### src/rtl/irq_sel_pkg.sv
package irq_sel_pkg;
  localparam int CODE_W = 12;
  localparam int PRIO_W = 4;

  // on-chip source event code
  function automatic logic [CODE_W-1:0] src_code(input int idx);
    return CODE_W'(32'h400 + 32'(idx) * 32'h20);
  endfunction

  // external level event code
  function automatic logic [CODE_W-1:0] ext_code(input logic [3:0] lvl);
    return CODE_W'(32'h200 + 32'(lvl) * 32'h20);
  endfunction

  // external level priority, 0xF yields 0 (no request)
  function automatic logic [PRIO_W-1:0] ext_prio(input logic [3:0] lvl);
    return 4'hF - lvl;
  endfunction
endpackage

### src/rtl/irq_cfg_regs.sv
module irq_cfg_regs #(
  parameter int NPR   = 2,
  parameter int NSRC  = 32,
  parameter int AW    = 2
) (
  input  logic              clk,
  input  logic              rst_n,
  input  logic              wr_en,
  input  logic [AW-1:0]     wr_addr,
  input  logic [31:0]       wr_data,
  output logic [NPR*16-1:0] prio_flat,
  output logic [NSRC-1:0]   mask
);
  localparam int SET_ADDR = NPR;
  localparam int CLR_ADDR = NPR + 1;

  logic set_hit, clr_hit;
  assign set_hit = wr_en && (int'(wr_addr) == SET_ADDR);
  assign clr_hit = wr_en && (int'(wr_addr) == CLR_ADDR);

  for (genvar k = 0; k < NPR; k++) begin : g_prio
    always_ff @(posedge clk or negedge rst_n) begin
      if (!rst_n)
        prio_flat[k*16 +: 16] <= '0;
      else if (wr_en && int'(wr_addr) == k)
        prio_flat[k*16 +: 16] <= wr_data[15:0];
    end
  end

  always_ff @(posedge clk or negedge rst_n) begin
    if (!rst_n)
      mask <= '0;
    else if (set_hit)
      mask <= mask | wr_data[NSRC-1:0];
    else if (clr_hit)
      mask <= mask & ~wr_data[NSRC-1:0];
  end


  mask_set_chk: assert property (@(posedge clk) disable iff (!rst_n)
    set_hit |=> ((mask & $past(wr_data[NSRC-1:0])) == $past(wr_data[NSRC-1:0])));


  mask_clr_chk: assert property (@(posedge clk) disable iff (!rst_n)
    clr_hit |=> ((mask & $past(wr_data[NSRC-1:0])) == '0));


  prio_hold_chk: assert property (@(posedge clk) disable iff (!rst_n)
    !wr_en |=> $stable(prio_flat));
endmodule

### src/rtl/irq_pick.sv
module irq_pick
  import irq_sel_pkg::*;
#(
  parameter int NPR  = 2,
  parameter int SPG  = 4,
  parameter int NSRC = NPR * 4 * SPG
) (
  input  logic [NPR*16-1:0]  prio_flat,
  input  logic [NSRC-1:0]    mask,
  input  logic [NSRC-1:0]    src_req,
  input  logic [3:0]         ext_lvl,
  input  logic [3:0]         cpu_imask,
  output logic               win_valid,
  output logic [PRIO_W-1:0]  win_prio,
  output logic [CODE_W-1:0]  win_code
);
  logic [PRIO_W-1:0] src_prio [NSRC];
  logic [NSRC-1:0]   src_elig;

  // source i takes the field of its group
  for (genvar i = 0; i < NSRC; i++) begin : g_src
    assign src_prio[i] = prio_flat[(i / SPG) * 4 +: 4];
    assign src_elig[i] = src_req[i] && !mask[i] && (src_prio[i] > cpu_imask);
  end

  logic [PRIO_W-1:0] xp;
  assign xp = ext_prio(ext_lvl);

  // strict compare keeps the lowest index on ties
  always_comb begin
    win_valid = 1'b0;
    win_prio  = '0;
    win_code  = '0;
    for (int i = 0; i < NSRC; i++) begin
      if (src_elig[i] && (src_prio[i] > win_prio)) begin
        win_valid = 1'b1;
        win_prio  = src_prio[i];
        win_code  = src_code(i);
      end
    end
    if ((xp > cpu_imask) && (xp > win_prio)) begin
      win_valid = 1'b1;
      win_prio  = xp;
      win_code  = ext_code(ext_lvl);
    end
  end
endmodule

### src/rtl/prio_irq_ctrl.sv
module prio_irq_ctrl
  import irq_sel_pkg::*;
#(
  parameter int NUM_PRIO_REGS = 2,
  parameter int SRC_PER_GRP   = 4
) (
  input  logic                                    clk,
  input  logic                                    rst_n,
  input  logic                                    wr_en,
  input  logic [$clog2(NUM_PRIO_REGS+2)-1:0]      wr_addr,
  input  logic [31:0]                             wr_data,
  input  logic [NUM_PRIO_REGS*4*SRC_PER_GRP-1:0]  src_req,
  input  logic [3:0]                              ext_lvl,
  input  logic [3:0]                              cpu_imask,
  output logic                                    irq_req,
  output logic [11:0]                             irq_code
);
  localparam int NSRC = NUM_PRIO_REGS * 4 * SRC_PER_GRP;
  localparam int AW   = $clog2(NUM_PRIO_REGS + 2);

  logic [NUM_PRIO_REGS*16-1:0] prio_flat;
  logic [NSRC-1:0]             mask;
  logic                        win_valid;
  logic [PRIO_W-1:0]           win_prio;
  logic [CODE_W-1:0]           win_code;

  irq_cfg_regs #(.NPR(NUM_PRIO_REGS), .NSRC(NSRC), .AW(AW)) u_regs (
    .clk       (clk),
    .rst_n     (rst_n),
    .wr_en     (wr_en),
    .wr_addr   (wr_addr),
    .wr_data   (wr_data),
    .prio_flat (prio_flat),
    .mask      (mask)
  );

  irq_pick #(.NPR(NUM_PRIO_REGS), .SPG(SRC_PER_GRP), .NSRC(NSRC)) u_pick (
    .prio_flat (prio_flat),
    .mask      (mask),
    .src_req   (src_req),
    .ext_lvl   (ext_lvl),
    .cpu_imask (cpu_imask),
    .win_valid (win_valid),
    .win_prio  (win_prio),
    .win_code  (win_code)
  );

  // registered outputs
  always_ff @(posedge clk or negedge rst_n) begin
    if (!rst_n) begin
      irq_req  <= 1'b0;
      irq_code <= '0;
    end else begin
      irq_req  <= win_valid;
      irq_code <= win_valid ? win_code : '0;
    end
  end


  prio_above_level_chk: assert property (@(posedge clk) disable iff (!rst_n)
    win_valid |-> (win_prio > cpu_imask));


  zero_prio_never_wins_chk: assert property (@(posedge clk) disable iff (!rst_n)
    win_valid |-> (win_prio != '0));


  idle_code_zero_chk: assert property (@(posedge clk) disable iff (!rst_n)
    !irq_req |-> (irq_code == '0));


  quiet_inputs_chk: assert property (@(posedge clk) disable iff (!rst_n)
    (ext_lvl == 4'hF && src_req == '0) |=> !irq_req);
endmodule

### config.mk
export PLATFORM = sky130hd
export DESIGN_NAME = prio_irq_ctrl
export DESIGN_NICKNAME = d
export VERILOG_FILES = /design/src/rtl/irq_sel_pkg.sv /design/src/rtl/irq_cfg_regs.sv /design/src/rtl/irq_pick.sv /design/src/rtl/prio_irq_ctrl.sv
export SDC_FILE = /design/constraint.sdc
export NUM_CORES = 1
export LEC_CHECK = 0
export ABC_AREA = 1
export BUFFER_PORTS_ARGS = -buffer_cell sky130_fd_sc_hd__buf_2
export CORE_ASPECT_RATIO = 0.7
export CORE_MARGIN = 4
export CORE_UTILIZATION = 30
export DETAILED_ROUTE_END_ITERATION = 8
export GPL_TIMING_DRIVEN = 0
export PLACE_DENSITY = 0.44
export REMOVE_ABC_BUFFERS = 1
export SLEW_MARGIN = 5
export SYNTH_ARGS = -nofsm -noshare
export SYNTH_HDL_FRONTEND = slang
export SYNTH_SLANG_ARGS = --single-unit
### constraint.sdc
create_clock -name clk -period 81.7 [get_ports clk]
set_input_delay 4.085 -clock clk [delete_from_list [all_inputs] [get_ports clk]]
set_output_delay 4.085 -clock clk [all_outputs]
set_load 0.01 [all_outputs]
==> flow_summary.yaml, run 1 <==
route:
  detail_route.vias_per_cell: 4.62
  drtIter0Drc: 490
  avgRoutedWirePerCell_um: 14.1
  detail_route.wirelength_um: 26700
  drt_pre_antenna_iters: 5
  antenna_left: 0
  route.vias.total: 8717
  post-route-drc-count: 0
clocking:
  cts_tree: "yes"
  clk_path_buf_depth: 2
  clkTransAtPathRegs_ps: 70
  clock_root_buffer: "clkbuf_16"
  ctsResizeCount: 0
  clkLatencyLatePin_ps: 370
  cts.sinks: 71
  postCtsHoldBufs: 0
  post-cts-setup-buffers: 0
  tritoncts_buffer_count: 9
  cts-htree-levels: 3
sta:
  drv_slew: 0
  timing.clock.skew_ps: 10.4
  holdWs_ps: 488
  finalSetupViolCount: 0
  period_minus_slack_ps: 40010
  max_clock_freq_ghz: 0.0250
  timing.final.crit_share_pct: 49.0
  slew_headroom_pct: 24.1
  rsz0062_at_grt: "no"
  final_hold_viol_count: 0
  final.setup.tns_ps: 0
  max_slew.worst_pin.slew_ps: 1130
critical_path:
  max_fo_critical_path: 16
  category_of_the_critical_setup_timing_path: "input pin to flip-flop"
  arrival_ps: 40300
  regToRegSetupSlack_ps: 45470
  critical_path_required_ps: 81990
  critical_path_start_type: "input pin"
  cp_common_cell: "nand2_1"
  critPathSlowestCell: "nor3_1"
  worst_path_largest_cell_delay_ps: 640
  kind_of_end_point_of_the_critical_path: "flip-flop"
die:
  die_w_um: 216
  design.core.area_um2: 30000
  rows: 53
  die_y_um: 154
  start_util_pct: 30.4
  pin_count: 90
  dieArea_um2: 33300
place:
  detailed_place_hpwl_um: 21000
  dpl-instance-area_um2: 9790
  io_buffer_count: 83
  final_weighted_congestion_in_routability_driven_placement: 0.806
yosys:
  synthDistinctLibCells: 43
  ys_ff_latch: 71
  ys_seq_area_share_pct: 19.5
  postSynthCellCount: 1412
  syn_area_per_cell_um2: 6.45
  synth_area_um2: 9110
  count_of_synthesis_stage_warnings_from_yosys: 0
global_route:
  total_overflow_reported_by_the_global_router: 0
  grt.met1_usage_pct: 26.0
  grt_max_degree: 50
  grtUsageMet2_pct: 23.0
  grt_most_used_layer: "met1"
  global_route_usage_over_all_layers_pct: 16.5
  first_global_vias: 8103
  grt_first_pass_wirelength_um: 44000
  groute.layer.met3.usage_pct: 3.06
  antenna_violations_before_repair: 0
finish:
  antenna_cells: 0
  layout.cells.most_common: "nand2_1"
  layout.cells.most_common_list: "358 x nand2_1, 214 x inv_1, 178 x o21ai_0"
  areaGrowthSynthToFinish_pct: 10.8
  finish.instance_area_um2: 10100
  layout-drive-gt1-share_pct: 15.9
  net_total_in_the_final_layout: 1656
outcome:
  status: "finished, final reports clean"
worst_hold_path:
  holdCritPathClass: "flip-flop to flip-flop"
run:
  max_cap_violations: 0
-- cells by family after synthesis --
logic type,count (synthesis),synth area share (%)
buffers and inverters,282,13.1
AND/OR/NAND/NOR,679,36.3
AO/OA/AOI/OAI,269,15.9
adder cells (fa/ha/maj),110,15.1
flip-flops,71,19.5
other,1,0.0412
-- critical path: cells and delay by family --
| family | cells | cell delay (ps) |
|---|---|---|
| and+or+nand+nor | 132 | 15020 |
| adders and majority gates | 32 | 9830 |
| AOI/OAI and AO/OA | 40 | 8670 |
| buffers and inverters | 24 | 2560 |
-- routing by layer --
| layer | vias to the layer above | part of all wire [%] |
|---|---|---|
| met3 | 16 | 3.9 |
| met5 | - | 0 |
| met4 | 0 | 1.1 |
| met2 | 143 | 39 |
| li1 | 4706 | - |
| met1 | 3852 | 56 |
-- layout make-up --
cell class | instances | area, µm²
Timing Repair Buffer | 84 | 445
Tap cell | 412 | 515
Clock inverter | 5 | 38.8
Multi-Input combinational cell | 1064 | 6160
Sequential cell | 71 | 1780
Clock buffer | 11 | 253
Inverter | 239 | 900
Fill cell | 3387 | 19900
-- cell usage after synthesis, drive strengths merged --
| cell | number | area [µm²] |
|---|---|---|
| a21boi | 2 | 15.0 |
| o21bai | 4 | 30.0 |
| buf | 25 | 225 |
| a21oi | 39 | 199 |
| nor3b | 7 | 52.6 |
| inv | 233 | 877 |
| a41oi | 1 | 8.76 |
| conb | 1 | 3.75 |
| ha | 110 | 1380 |
| nor2 | 83 | 397 |
| and3 | 3 | 18.8 |
| clkbuf | 18 | 67.6 |
| nor3 | 2 | 10.0 |
| a31oi | 8 | 50.1 |
| nor4 | 1 | 6.26 |
| nand4 | 18 | 113 |
| nor4b | 1 | 8.76 |
| o211ai | 17 | 128 |
| nand3 | 116 | 696 |
| a221oi | 1 | 8.76 |
| or2 | 1 | 6.26 |
| o21a | 3 | 22.5 |
| o21ai | 191 | 963 |
| a2111oi | 1 | 8.76 |
| o31ai | 2 | 15.0 |
| nand3b | 23 | 173 |
| nand2 | 424 | 1830 |
| dfrtp | 71 | 1780 |
| clkinv | 6 | 22.5 |
-- path summary, 6_finish.rpt --
path,start,endpoint,cells past startpoint
worst max-delay path,cpu_imask[3],irq_code[5]$_DFF_PN0_,228
worst min-delay path,u_regs.prio_flat[24]$_DFFE_PN0P_,u_regs.prio_flat[24]$_DFFE_PN0P_,2
worst max register to register,u_regs.prio_flat[1]$_DFFE_PN0P_,irq_code[5]$_DFF_PN0_,227
worst min register to register,u_regs.prio_flat[24]$_DFFE_PN0P_,u_regs.prio_flat[24]$_DFFE_PN0P_,2
max in group asynchronous,rst_n,u_regs.prio_flat[21]$_DFFE_PN0P_,2
min in group asynchronous,rst_n,async pin,1
-- per-stage QoR --
| stage | setup slack (ps) | util, % | cells |
|---|---|---|---|
| 2_1_floorplan | 47630 | - | 1374 |
| 3_3_place_gp | 41300 | 32.6 | 1869 |
| 3_5_place_dp | 41380 | 32.7 | 1870 |
| 4_1_cts | 41690 | 33.6 | 1886 |
| 5_1_grt | 37240 | 33.7 | 1886 |
| 6_report | 41690 | 33.7 | 1886 |
Power of run 1 is left out: the tool's default activity adds up to more than one toggle a clock period on the data nets, which glitch-free logic cannot reach.
==> inputs of run 2 (changes only) <==
Settings changed: ABC_AREA 1 to 0, PLACE_DENSITY 0.44 to 0.45.
Clock period 81.7 ns to 32.9 ns, I/O delays scaled along.
==> flow_summary.yaml, run 2 <==
sta:
  rsz0062_at_grt: "yes"
  max_clock_freq_ghz: 0.0221
  setup_slack_ps: -12380
  finalSetupViolCount: 7
  max_slew.worst_pin.slew_ps: 967
  final_hold_viol_count: 0
  slew_headroom_pct: 34.9
  timing.clock.skew_ps: 7.70
  drv_slew: 0
  timing.final.crit_share_pct: 138
  period_minus_slack_ps: 45280
route:
  drt_pre_antenna_iters: 5
  detail_route.vias_per_cell: 5.61
  antenna_left: 0
  post-route-drc-count: 0
  avgRoutedWirePerCell_um: 20.1
  drtIter0Drc: 713
  route.vias.total: 11000
  detail_route.wirelength_um: 39400
die:
  die_y_um: 162
  rows: 56
  die_w_um: 228
  pin_count: 90
  dieArea_um2: 36900
  start_util_pct: 30.3
  design.core.area_um2: 33400
finish:
  areaGrowthSynthToFinish_pct: 45.4
  layout.cells.most_common_list: "169 x buf_4, 145 x nand2_1, 80 x buf_2"
  net_total_in_the_final_layout: 1706
  final.fill_count: 3249
  layout-drive-gt1-share_pct: 44.9
  final_util_pct: 44.1
  finish.instance_area_um2: 14700
  layout.cells.most_common: "buf_4"
yosys:
  synth_ff_type: "dfrtp_1"
  synthArstFlopShare_pct: 100
  post_synth_most_frequent_cells: "170 x nand2_1, 111 x o21ai_0, 110 x ha_1"
  synthMostInstantiatedCell: "nand2_1"
  postSynthCellCount: 1278
  ys_seq_area_share_pct: 17.5
  count_of_synthesis_stage_warnings_from_yosys: 0
  number_of_enable_type_register_cells_in_the_synthesized_netlist: 0
  ys_top_cells_by_area: "dfrtp_1 18%, ha_1 14%, nand2_1 6.3%"
  ys_ff_latch: 71
  synth_area_um2: 10100
  synth.largest_area_cell: "dfrtp_1"
  syn_area_per_cell_um2: 7.94
  synthDominantCellAreaShare_pct: 17.5
  synthDistinctLibCells: 127
critical_path:
  cp_common_cell: "ha_4"
  crit_path_buf_inv_count: 27
  critPathSlowestCell: "or4b_4"
  critical_path_required_ps: 33140
  worst_path_largest_cell_delay_ps: 540
  category_of_the_critical_setup_timing_path: "input pin to flip-flop"
  cpLargestDelayFamily: "compound AO/OA/AOI/OAI gates"
  max_fo_critical_path: 9
  critical_path_start_type: "input pin"
  kind_of_end_point_of_the_critical_path: "flip-flop"
  arrival_ps: 45520
global_route:
  total_overflow_reported_by_the_global_router: 0
  antenna_violations_before_repair: 2
  grt_first_pass_wirelength_um: 55400
  grt_max_degree: 53
  first_global_vias: 9533
  global_route_usage_over_all_layers_pct: 18.7
clocking:
  cts.sinks: 71
  clkLatencyLatePin_ps: 370
  cts-htree-levels: 3
  cts_tree: "yes"
  clock_root_buffer: "clkbuf_16"
  tritoncts_buffer_count: 9
  clkTransAtPathRegs_ps: 70
  postCtsHoldBufs: 0
  clk_path_buf_depth: 2
outcome:
  status: "finished, violations left"
  violated_checks: "setup timing"
place:
  io_buffer_count: 83
  detailed_place_hpwl_um: 27600
  final_weighted_congestion_in_routability_driven_placement: 0.849
  dpl-instance-area_um2: 11000
worst_hold_path:
  holdCritPathClass: "flip-flop to flip-flop"
run:
  max_cap_violations: 0
-- run 2: cell types whose count changed in the layout (fill, tap and decap cells not counted), moves of 28 or more --
cell,delta
ha_4,+42
a21oi_2,+31
buf_4,+168
nand3_1,-76
inv_1,-155
ha_1,-50
nand2_2,-33
o21ai_0,-102
nand2_1,-213
mux2_2,+28
-- run 2: cell families after synthesis --
kind of cell / share of synthesized area [%]
AOI/OAI and AO/OA: 30.5
DFF: 17.5
and+or+nand+nor: 23.9
adders and majority gates: 14.3
muxes: 7.64
other: 0.0370
xor gates and xnor gates: 1.02
buffers and inverters: 5.07
-- run 2: final cells by class --
class / instances / area [µm²] / share of cell area [%]
sequential: 71 / 1780 / 12.0
timing repair buffer: 263 / 1880 / 12.7
inverter: 82 / 332 / 2.25
multi-input combinational: 1092 / 9930 / 67.3
clock buffer: 9 / 225 / 1.53
antenna: 1 / 2.50 / 0.0170
tap: 435 / 544 / 3.69
clock inverter: 7 / 63.8 / 0.433
-- run 2: worst paths after layout --
path | start | end | slack [ps] | cells past startpoint
worst min-delay path | flip-flop | flip-flop | 470 | 2
min in group asynchronous | rst_n | async pin | 1170 | 1
max in group asynchronous | rst_n | async pin | 31120 | 2
worst max-delay path | cpu_imask[0] | irq_req$_DFF_PN0_ | -12380 | 252
worst max register to register | u_regs.prio_flat[1]$_DFFE_PN0P_ | irq_req$_DFF_PN0_ | -11540 | 251
worst min register to register | flip-flop | flip-flop | 470 | 2
-- run 2: timing repair --
| item | CTS | global route |
|---|---|---|
| pin swaps | 31 | 165 |
| gates cloned | 0 | 1 |
| setup endpoints to repair | 7 | 7 |
| buffers inserted | 44 | 133 |
| gates resized for setup | 112 | 333 |
-- run 2: metrics by stage --
step	instances	setup WS [ps]	setup TNS, ps	hold WS (ps)
5_1_grt	1960	-14270	-99490	489
4_1_cts	1825	-15100	-104860	476
3_5_place_dp	1765	-22780	-159000	461
2_1_floorplan	1244	-13310	-92110	440
3_3_place_gp	1762	-22830	-159410	454
6_report	1960	-12380	-86400	470
-- run 2: layer usage --
metal	vias to the layer above	part of all wire (%)	GRT usage (%)
li1	5301	-	-
met4	0	1.1	2.48
met1	5368	50	29.5
met3	26	4.7	2.88
met5	-	0	0
met2	292	44	27.3
-- run 2: worst min-delay path: stages, from the launching register on --
cell	delay, ps
dfrtp_1	340
nand2_1	40
o21ai_0	50
Power of run 2 is left out for the same reason.
